File: src/rtl/pad_pull_pkg.sv
package pad_pull_pkg;
   typedef enum logic [1:0] {
      PULL_OFF  = 2'd0,
      PULL_DOWN = 2'd1,
      PULL_UP   = 2'd2,
      PULL_RSVD = 2'd3
   } pull_code_e;

   // Reserved encodings fall back to no pull.
   function automatic pull_code_e sanitize(input logic [1:0] raw);
      return (raw == 2'd3) ? PULL_OFF : pull_code_e'(raw);
   endfunction
endpackage

File: src/rtl/pull_setup_timer.sv
module pull_setup_timer #(
   parameter int SETUP_CYCLES = 150
) (
   input  logic clk,
   input  logic rst_n,
   input  logic restart,
   output logic ready
);
   localparam int CW = $clog2(SETUP_CYCLES + 1);
   localparam logic [CW-1:0] LIMIT = CW'(SETUP_CYCLES);

   logic [CW-1:0] cnt_q;

   always_ff @(posedge clk or negedge rst_n) begin
      if (!rst_n)            cnt_q <= '0;
      else if (restart)      cnt_q <= '0;
      else if (cnt_q != LIMIT) cnt_q <= cnt_q + 1'b1;
   end

   assign ready = (cnt_q == LIMIT);


   restart_blocks_chk: assert property (@(posedge clk) disable iff (!rst_n)
      restart |=> !ready);


   ready_holds_chk: assert property (@(posedge clk) disable iff (!rst_n)
      (ready && !restart) |=> ready);
endmodule

File: src/rtl/pull_pin_latch.sv
module pull_pin_latch
   import pad_pull_pkg::*;
(
   input  logic       clk,
   input  logic       rst_n,
   input  logic       strobe_rise,
   input  logic       setup_ok,
   input  logic [1:0] code,
   output logic       up_en,
   output logic       dn_en,
   output logic       too_early
);
   pull_code_e state_q;

   always_ff @(posedge clk or negedge rst_n) begin
      if (!rst_n)                        state_q <= PULL_OFF;
      else if (strobe_rise && setup_ok)  state_q <= sanitize(code);
   end

   assign up_en     = (state_q == PULL_UP);
   assign dn_en     = (state_q == PULL_DOWN);
   assign too_early = strobe_rise && !setup_ok;


   never_both_chk: assert property (@(posedge clk) disable iff (!rst_n)
      !(up_en && dn_en));


   early_ignored_chk: assert property (@(posedge clk) disable iff (!rst_n)
      (strobe_rise && !setup_ok) |=> $stable(state_q));


   no_edge_hold_chk: assert property (@(posedge clk) disable iff (!rst_n)
      !strobe_rise |=> $stable(state_q));
endmodule

File: src/rtl/pad_pull_ctrl.sv
module pad_pull_ctrl #(
   parameter int          NUM_PINS     = 54,
   parameter int          SETUP_CYCLES = 150,
   parameter int          ADDR_W       = 8,
   parameter logic [7:0]  CTRL_ADDR    = 8'h94,
   parameter logic [7:0]  STROBE_BASE  = 8'h98
) (
   input  logic                clk,
   input  logic                rst_n,
   input  logic                bus_wr,
   input  logic [ADDR_W-1:0]   bus_addr,
   input  logic [31:0]         bus_wdata,
   output logic [NUM_PINS-1:0] pull_up_en,
   output logic [NUM_PINS-1:0] pull_dn_en,
   output logic                setup_err
);
   localparam int WORD_W    = 32;
   localparam int NUM_WORDS = (NUM_PINS + WORD_W - 1) / WORD_W;

   if (NUM_PINS < 1 || NUM_PINS > 256) begin : g_bad_pins
      $error("NUM_PINS out of range");
   end
   if (SETUP_CYCLES < 1) begin : g_bad_setup
      $error("SETUP_CYCLES must be at least 1");
   end
   if (ADDR_W < 8) begin : g_bad_addr
      $error("ADDR_W too narrow for register offsets");
   end

   logic                ctrl_wr;
   logic [1:0]          code_q;
   logic                setup_ok;
   logic [NUM_WORDS-1:0] word_wr;
   logic [NUM_PINS-1:0] strobe_q;
   logic [NUM_PINS-1:0] strobe_d;
   logic [NUM_PINS-1:0] rise;
   logic [NUM_PINS-1:0] early;
   logic                err_q;

   assign ctrl_wr = bus_wr && (bus_addr == ADDR_W'(CTRL_ADDR));

   always_ff @(posedge clk or negedge rst_n) begin
      if (!rst_n)       code_q <= 2'd0;
      else if (ctrl_wr) code_q <= bus_wdata[1:0];
   end

   pull_setup_timer #(.SETUP_CYCLES(SETUP_CYCLES)) u_timer (
      .clk     (clk),
      .rst_n   (rst_n),
      .restart (ctrl_wr),
      .ready   (setup_ok)
   );

   for (genvar w = 0; w < NUM_WORDS; w++) begin : g_word
      assign word_wr[w] = bus_wr && (bus_addr == ADDR_W'(STROBE_BASE) + ADDR_W'(4 * w));
   end

   for (genvar p = 0; p < NUM_PINS; p++) begin : g_pin
      assign strobe_d[p] = word_wr[p / WORD_W] ? bus_wdata[p % WORD_W] : strobe_q[p];
      assign rise[p]     = strobe_d[p] && !strobe_q[p];

      pull_pin_latch u_latch (
         .clk         (clk),
         .rst_n       (rst_n),
         .strobe_rise (rise[p]),
         .setup_ok    (setup_ok),
         .code        (code_q),
         .up_en       (pull_up_en[p]),
         .dn_en       (pull_dn_en[p]),
         .too_early   (early[p])
      );
   end

   always_ff @(posedge clk or negedge rst_n) begin
      if (!rst_n) begin
         strobe_q <= '0;
         err_q    <= 1'b0;
      end else begin
         strobe_q <= strobe_d;
         if (|early) err_q <= 1'b1;
      end
   end

   assign setup_err = err_q;


   err_sticky_chk: assert property (@(posedge clk) disable iff (!rst_n)
      setup_err |=> setup_err);


   early_flags_chk: assert property (@(posedge clk) disable iff (!rst_n)
      (|rise && !setup_ok) |=> setup_err);


   quiet_bus_chk: assert property (@(posedge clk) disable iff (!rst_n)
      !bus_wr |=> ($stable(pull_up_en) && $stable(pull_dn_en)));
endmodule

File: config.mk
export PLATFORM = sky130hd
export DESIGN_NAME = pad_pull_ctrl
export DESIGN_NICKNAME = d
export VERILOG_FILES = /design/src/rtl/pad_pull_pkg.sv /design/src/rtl/pull_setup_timer.sv /design/src/rtl/pull_pin_latch.sv /design/src/rtl/pad_pull_ctrl.sv
export SDC_FILE = /design/constraint.sdc
export NUM_CORES = 1
export LEC_CHECK = 0
export ABC_AREA = 1
export BUFFER_PORTS_ARGS = -buffer_cell sky130_fd_sc_hd__buf_2
export CAP_MARGIN = 20
export CORE_ASPECT_RATIO = 1.5
export CORE_MARGIN = 10
export CORE_UTILIZATION = 27
export CTS_CLUSTER_SIZE = 28
export DETAILED_ROUTE_END_ITERATION = 8
export PLACE_DENSITY = 0.48
export RECOVER_POWER = 25
export SLEW_MARGIN = 25
export SYNTH_ARGS = -nofsm -noshare
export SYNTH_HDL_FRONTEND = slang
export SYNTH_SLANG_ARGS = --single-unit
File: constraint.sdc
create_clock -name clk -period 3.2 [get_ports clk]
set_clock_uncertainty 0.05 [all_clocks]
set_input_delay 0.16 -clock clk [delete_from_list [all_inputs] [get_ports clk]]
set_output_delay 0.16 -clock clk [all_outputs]
set_load 0.01 [all_outputs]
==> out/qor.txt, run 1 <==
DIE WIDTH = 170 um
R2r startpoint = u_timer.cnt_q[0]
Crit path kind = flop to flop
Global Route Usage Sum = 12.0%
DRT iter0 DRCs = 410
Pwr Density = 469 nW/um^2
Clock H-tree levels = 4
Post-CTS setup repair buffer count = 0
Largest net degree at the start of global routing = 95
Fillers = 3,637
Crit-path max FO = 51
Netlist area before placement = 9140 um^2
CTS root buf = clkbuf_16
Gr ovfl total = 0
TNS Setup = 0 ns
CTS tree = yes
Final hold viol count = 0
Max-slew headroom = -28.1%
Min-delay worst type = input port to flop
Num rows = 82
R2R cell count = 11
Vias/cell = 4.27
First-pass GRT wire length = 38,900 um
Critical Path Start = u_timer.cnt_q[0]
Crit-path cells = inv_1 -> ha_1 -> inv_1 -> nor2_1 -> nand2_2 -> buf_4 -> inv_2 -> buf_4 -> nand3_1 -> nand2_1 -> o21ai_1
Worst-Margin Slew = 1.92 ns
Area taken by multi-input logic gates = 2930 um^2
Arrival time at the worst endpoint = 2.49 ns
Fmax = 446 MHz
Max-cap violation count = 1
Placement Setup Slack = 0.932 ns
Initial Util = 27.3%
Synth Register Bits = 173
Detail Route Antenna Nets = 0
Final #Nets = 1,273
FF-to-FF End = g_pin[9].u_latch.state_q[1]
Outcome = finished, violations left
IO Count = 152
Setup crit end = g_pin[9].u_latch.state_q[1]
Mapped Avg Cell Area = 7.89 um^2
Peak supply drop = 299 uV
CTS Buf Count = 17
EDFF count, synth = 0
Violated checks = max-capacitance violations, max-slew violations
Crit-path max cell delay = 0.38 ns
Yosys cell types = 26
Post-Syn Nets = 1,204
RSZ-0062 raised after global routing = no
Die ar. = 41,800 um^2
Dominant register cell in the synthesized netlist = dfrtp_1
Most common cell after layout, fill and taps aside = nand2_1
Clock Path Buffers = 2
Period utilization = 70.1%
Post-synth ARST share = 100%
Flop2flop setup slack = 0.96 ns
Pre-antenna DRT Iters = 4
Total routed wirelength = 24,600 um
Port bufs = 151
DR vias = 7,104
Final min period = 2.24 ns
DPL Wire Length = 17,500 um
Vias in the first global route = 6,958
Clock latency on the worst-skew pair = 0.44 ns
WHS = 0.0329 ns
Most frequent cells in the layout = 206 x nand2_1, 193 x inv_1, 173 x dfrtp_1
Slew Limit Fails = 70
Final setup viols = 0
Die Ht = 245 um
DRC = 0
Core footprint = 33,400 um^2
Final setup margin = 0.955 ns
Initial antenna violation count = 2
CTS clk-pin slew, worst paths = 0.07 ns
Clock sink count = 173
Cell count after synthesis = 1,159
Leakage = 0.00516 uW
Required time worst endpoint = 3.44 ns
Routability cong. = 0.755
Yosys warnings = 0
Storage element area = 4330 um^2
Layout cell share with drive strength beyond 1 = 16.4%
Routed len/inst = 14.8 um
Layout area overhead = 12.5%
Post-synthesis sequential area ratio = 47.4%
CP max stage cell = dfrtp_1
Startpoint types = flop
CP endpoint kind = flop
## repair_timing
action / CTS / global route
resized for setup: 0 / 0
hold buffers: 35 / 0
hold endpoints to repair: 122 / 0
## flip-flops by register name (all words and copies together), names as in the netlist
name                   flops
code_q                     2
g_pin.u_latch.state_q    108
u_timer.cnt_q              8
strobe_q                  54
setup_err                  1
## metal layers
layer / global-route usage, % / part of all wire, % / vias to the layer above
li1: - / - / 3682
met1: 13.7 / 42 / 3289
met2: 20.9 / 52 / 111
met3: 2.44 / 3.6 / 22
met4: 5.69 / 2.2 / 0
met5: 0 / 0 / -
## synthesized netlist by cell type (2+ instances only)
master / number / area share (%)
nor3_1: 7 / 0.38
clkbuf_1: 13 / 0.53
nand2_1: 208 / 8.5
nand3_1: 66 / 3.6
a21oi_1: 8 / 0.44
ha_1: 2 / 0.27
nand4_1: 53 / 3.6
o21ai_1: 127 / 7.0
inv_2: 4 / 0.16
o21ai_0: 6 / 0.33
nor4_1: 2 / 0.14
o21ai_2: 33 / 3.2
buf_6: 2 / 0.25
buf_4: 116 / 9.5
inv_1: 193 / 7.9
nor2_1: 124 / 5.1
dfrtp_1: 173 / 47
buf_2: 14 / 0.77
## stage by stage
| stage | instance area [um^2] | instances | utilization, % | total power, uW |
|---|---|---|---|---|
| global route | 10300 | 1663 | 30.8 | 5080 |
| floorplan | 9140 | 1159 | - | 2730 |
| detailed placement | 9530 | 1594 | 28.5 | 2930 |
| global placement | 9530 | 1594 | 28.5 | 2920 |
| finish | 10300 | 1663 | 30.8 | 4830 |
| CTS | 10400 | 1661 | 31.2 | 4940 |
## worst max-delay path: cells and delay by family (launching register included)
kind	cells	cell delay (ns)
fa+ha+maj	1	0.15
buf+inv	5	0.89
compound gates	1	0.06
simple gates	4	0.52
flops	1	0.38
## report_power, final
part	switching, uW	leakage (uW)	total (uW)	internal (uW)
Sequential	67.6	0.00214	2370	2300
Combinational	349	0.00275	524	175
Clock	883	0.000270	1930	1050
## cell families after synthesis
| logic type | Yosys count | synth area share, % |
|---|---|---|
| AND/OR/NAND/NOR | 467 | 22.3 |
| AO/OA/AOI/OAI | 174 | 10.9 |
| adder cells (fa/ha/maj) | 2 | 0.274 |
| buffers and inverters | 343 | 19.2 |
| flip-flops | 173 | 47.4 |
## how the worst min path moves through the flow
stage                      from                            to  slack [ns]  cells after the start
floorplan                 rst_n                     code_q[0]       -0.19                      0
global route        bus_addr[3]                     code_q[0]        0.07                      3
global placement          rst_n  g_pin[20].u_latch.state_q[0]        0.17                      1
CTS                 bus_addr[3]                     code_q[0]       0.006                      3
detailed placement        rst_n              u_timer.cnt_q[3]        0.18                      1
finish              bus_addr[3]                     code_q[0]        0.03                      3
## final cells by class
class                      instances  area share (%)
sequential                       173            42.1
multi-input combinational        643            28.5
timing repair buffer             196            11.8
inverter                         197            7.19
tap                              420            5.11
clock buffer                      22            4.61
clock inverter                    10           0.620
antenna                            2          0.0487
Note: power is estimated with default switching activity, not from simulation.
==> run 2: changes to the inputs <==
Settings changed: ABC_AREA 1 to 0, PLACE_DENSITY 0.48 to 0.5.
Clock period 3.2 ns to 2 ns, I/O delays scaled along.
==> out/qor.txt, run 2 <==
Outcome = finished, violations left
Violated checks = negative setup slack
Final setup margin = -0.132 ns
Number of flip-flops in the largest register = 108
Peak supply drop = 523 uV
Fmax = 469 MHz
Fin cells = 1,364
Met1 global-route usage = 13.3%
Clock Path Buffers = 2
Crit path kind = flop to flop
Most instantiated library cell after synthesis = dfrtp_1
Dominant register cell in the synthesized netlist = dfrtp_1
Initial Util = 27.2%
Final hold viol count = 0
Num rows = 81
CTS root buf = clkbuf_16
Worst-Margin Slew = 1.36 ns
Yosys cell types = 42
CP endpoint kind = flop
Die ar. = 40,400 um^2
First-pass GRT wire length = 36,200 um
Routed len/inst = 17.2 um
Detail Route Antenna Nets = 0
Pwr Density = 706 nW/um^2
Gr ovfl total = 0
Largest net degree at the start of global routing = 64
Netlist area before placement = 8810 um^2
Pre-antenna DRT Iters = 6
Largest registers = g_pin.u_latch.state_q x108, strobe_q x54, u_timer.cnt_q x8
Max-slew headroom = 9.48%
Layer with the highest usage = met2
Leakage = 0.00549 uW
Startpoint types = flop
CTS Buf Count = 17
Period utilization = 107%
Slew Limit Fails = 0
Mapped Avg Cell Area = 10.8 um^2
Post-synthesis sequential area ratio = 49.1%
Port bufs = 151
DPL Wire Length = 17,300 um
Total routed wirelength = 23,500 um
Clock latency on the worst-skew pair = 0.45 ns
N_diodes = 0
GR Util met2 = 20.8%
Post-Syn Nets = 860
Die Ht = 241 um
Most frequent cells in the layout = 173 x dfrtp_1, 150 x buf_2, 123 x nor2b_1
Layout cell share with drive strength beyond 1 = 40.0%
R2R cell count = 7
Worst Hold Depth = 3
DIE WIDTH = 168 um
CP max stage cell = or3_4
Crit-path max FO = 5
DR vias = 5,769
CTS tree = yes
Max-cap violation count = 0
Reg with most FFs = g_pin.u_latch.state_q
DRC = 0
M3 GR Usage = 2.86%
Required time worst endpoint = 2.28 ns
Yosys warnings = 0
Post-synth ARST share = 100%
Inst Count DP = 1,295
CTS clk-pin slew, worst paths = 0.07 ns
Synth top area share = 49.1%
Crit-path cells = and4bb_2 -> nand4b_4 -> or3_4 -> buf_12 -> buf_16 -> nor3_4 -> mux2_4
Final #Nets = 981
WHS = 0.0434 ns
Initial antenna violation count = 2
Fillers = 3,314
Cell accounting for the most synthesized area = dfrtp_1
Global Route Usage Sum = 11.6%
Crit-path max cell delay = 0.39 ns
Final setup viols = 54
Synth Register Bits = 173
IO Count = 152
Clock H-tree levels = 4
Clock sink count = 173
RSZ-0062 raised after global routing = yes
Vias/cell = 4.23
Routability cong. = 0.748
Layout area overhead = 23.9%
Largest cells by area after synthesis = dfrtp_1 49%, mux2_2 13%, buf_4 9.2%, nor2b_1 8.9%, o21ai_0 3.5%
DRT iter0 DRCs = 216
Cell count after synthesis = 815
Core footprint = 32,400 um^2
Min-delay worst type = input port to flop
Arrival time at the worst endpoint = 2.41 ns
EDFF count, synth = 0
Top cells by count, synth = 173 x dfrtp_1, 125 x nor2b_1, 108 x buf_4, 103 x mux2_2, 76 x nand2_1
Final min period = 2.13 ns
Most common cell after layout, fill and taps aside = dfrtp_1
Vias in the first global route = 6,195
## run 2: cell count changes after synthesis, sizes merged, moves of 25 or more
cell,change
inv,-181
mux2,+103
nand2,-132
nand2b,+25
nand3,-60
nand4,-49
nor2,-101
nor2b,+125
o21ai,-104
## run 2: cell families after synthesis
family | synth area share [%]
AOI/OAI and AO/OA | 4.74
xor gates and xnor gates | 0.596
adders and majority gates | 0.284
buffers and inverters | 11.4
DFF | 49.1
muxes | 13.2
and+or+nand+nor | 20.7
## run 2: metrics by stage
step	area (um^2)	util, %	total power [uW]	worst slack, ns	setup TNS (ns)
after global placement	9700	29.9	4520	-0.288	-11.53
final	10900	33.7	7700	-0.132	-5.00
after global routing	10900	33.7	8080	-0.200	-10.66
after CTS	10800	33.4	7860	-0.152	-5.82
after floorplan	8930	-	4090	-0.146	-6.24
after detailed placement	9700	29.9	4530	-0.336	-13.31
## run 2: timing repair
item	in CTS	in global routing
pin swaps	2	7
endpoints found under the setup margin	65	65
resized for setup	45	20
endpoints found under the hold margin	226	0
cloned	2	0
hold buffers	32	0
setup buffers	2	1
## run 2: metal layers
metal  up-vias  share of wire (%)
met5         -              0.089
met4         4                1.3
met3        20                4.3
met2       115                 52
met1      2777                 42
li1       2853                  -
## run 2: critical path, delay by kind of cell, from the launching register on
kind / cells / cell delay [ns]
AND/OR/NAND/NOR: 4 / 0.98
flip-flops: 1 / 0.37
multiplexers: 1 / 0.32
buffers and inverters: 2 / 0.30
## run 2: final cells by class
type	count	area (um^2)	area share, %
inverter	16	60.1	0.550
sequential	173	4330	39.7
tap	415	519	4.76
clock buffer	17	425	3.90
clock inverter	15	129	1.18
multi-input combinational	492	3860	35.4
timing repair buffer	236	1590	14.6
## run 2: final timing paths
kind	to	from	slack, ns
hold / removal	strobe_q[41]	bus_wdata[9]	0.04
setup / recovery	g_pin[4].u_latch.state_q[0]	u_timer.cnt_q[5]	-0.13
hold reg to reg	strobe_q[36]	strobe_q[36]	0.43
min in group asynchronous	g_pin[19].u_latch.state_q[0]	rst_n	0.59
setup reg to reg	g_pin[4].u_latch.state_q[0]	u_timer.cnt_q[5]	-0.13
max in group asynchronous	strobe_q[9]	rst_n	0.22
## run 2: report_power, final
group	leakage (uW)	internal [uW]	switching [uW]	total [uW]
Sequential	0.00239	3630	82.5	3710
Clock	0.000271	1630	1540	3180
Combinational	0.00282	390	422	813
Total	0.00549	5650	2050	7700
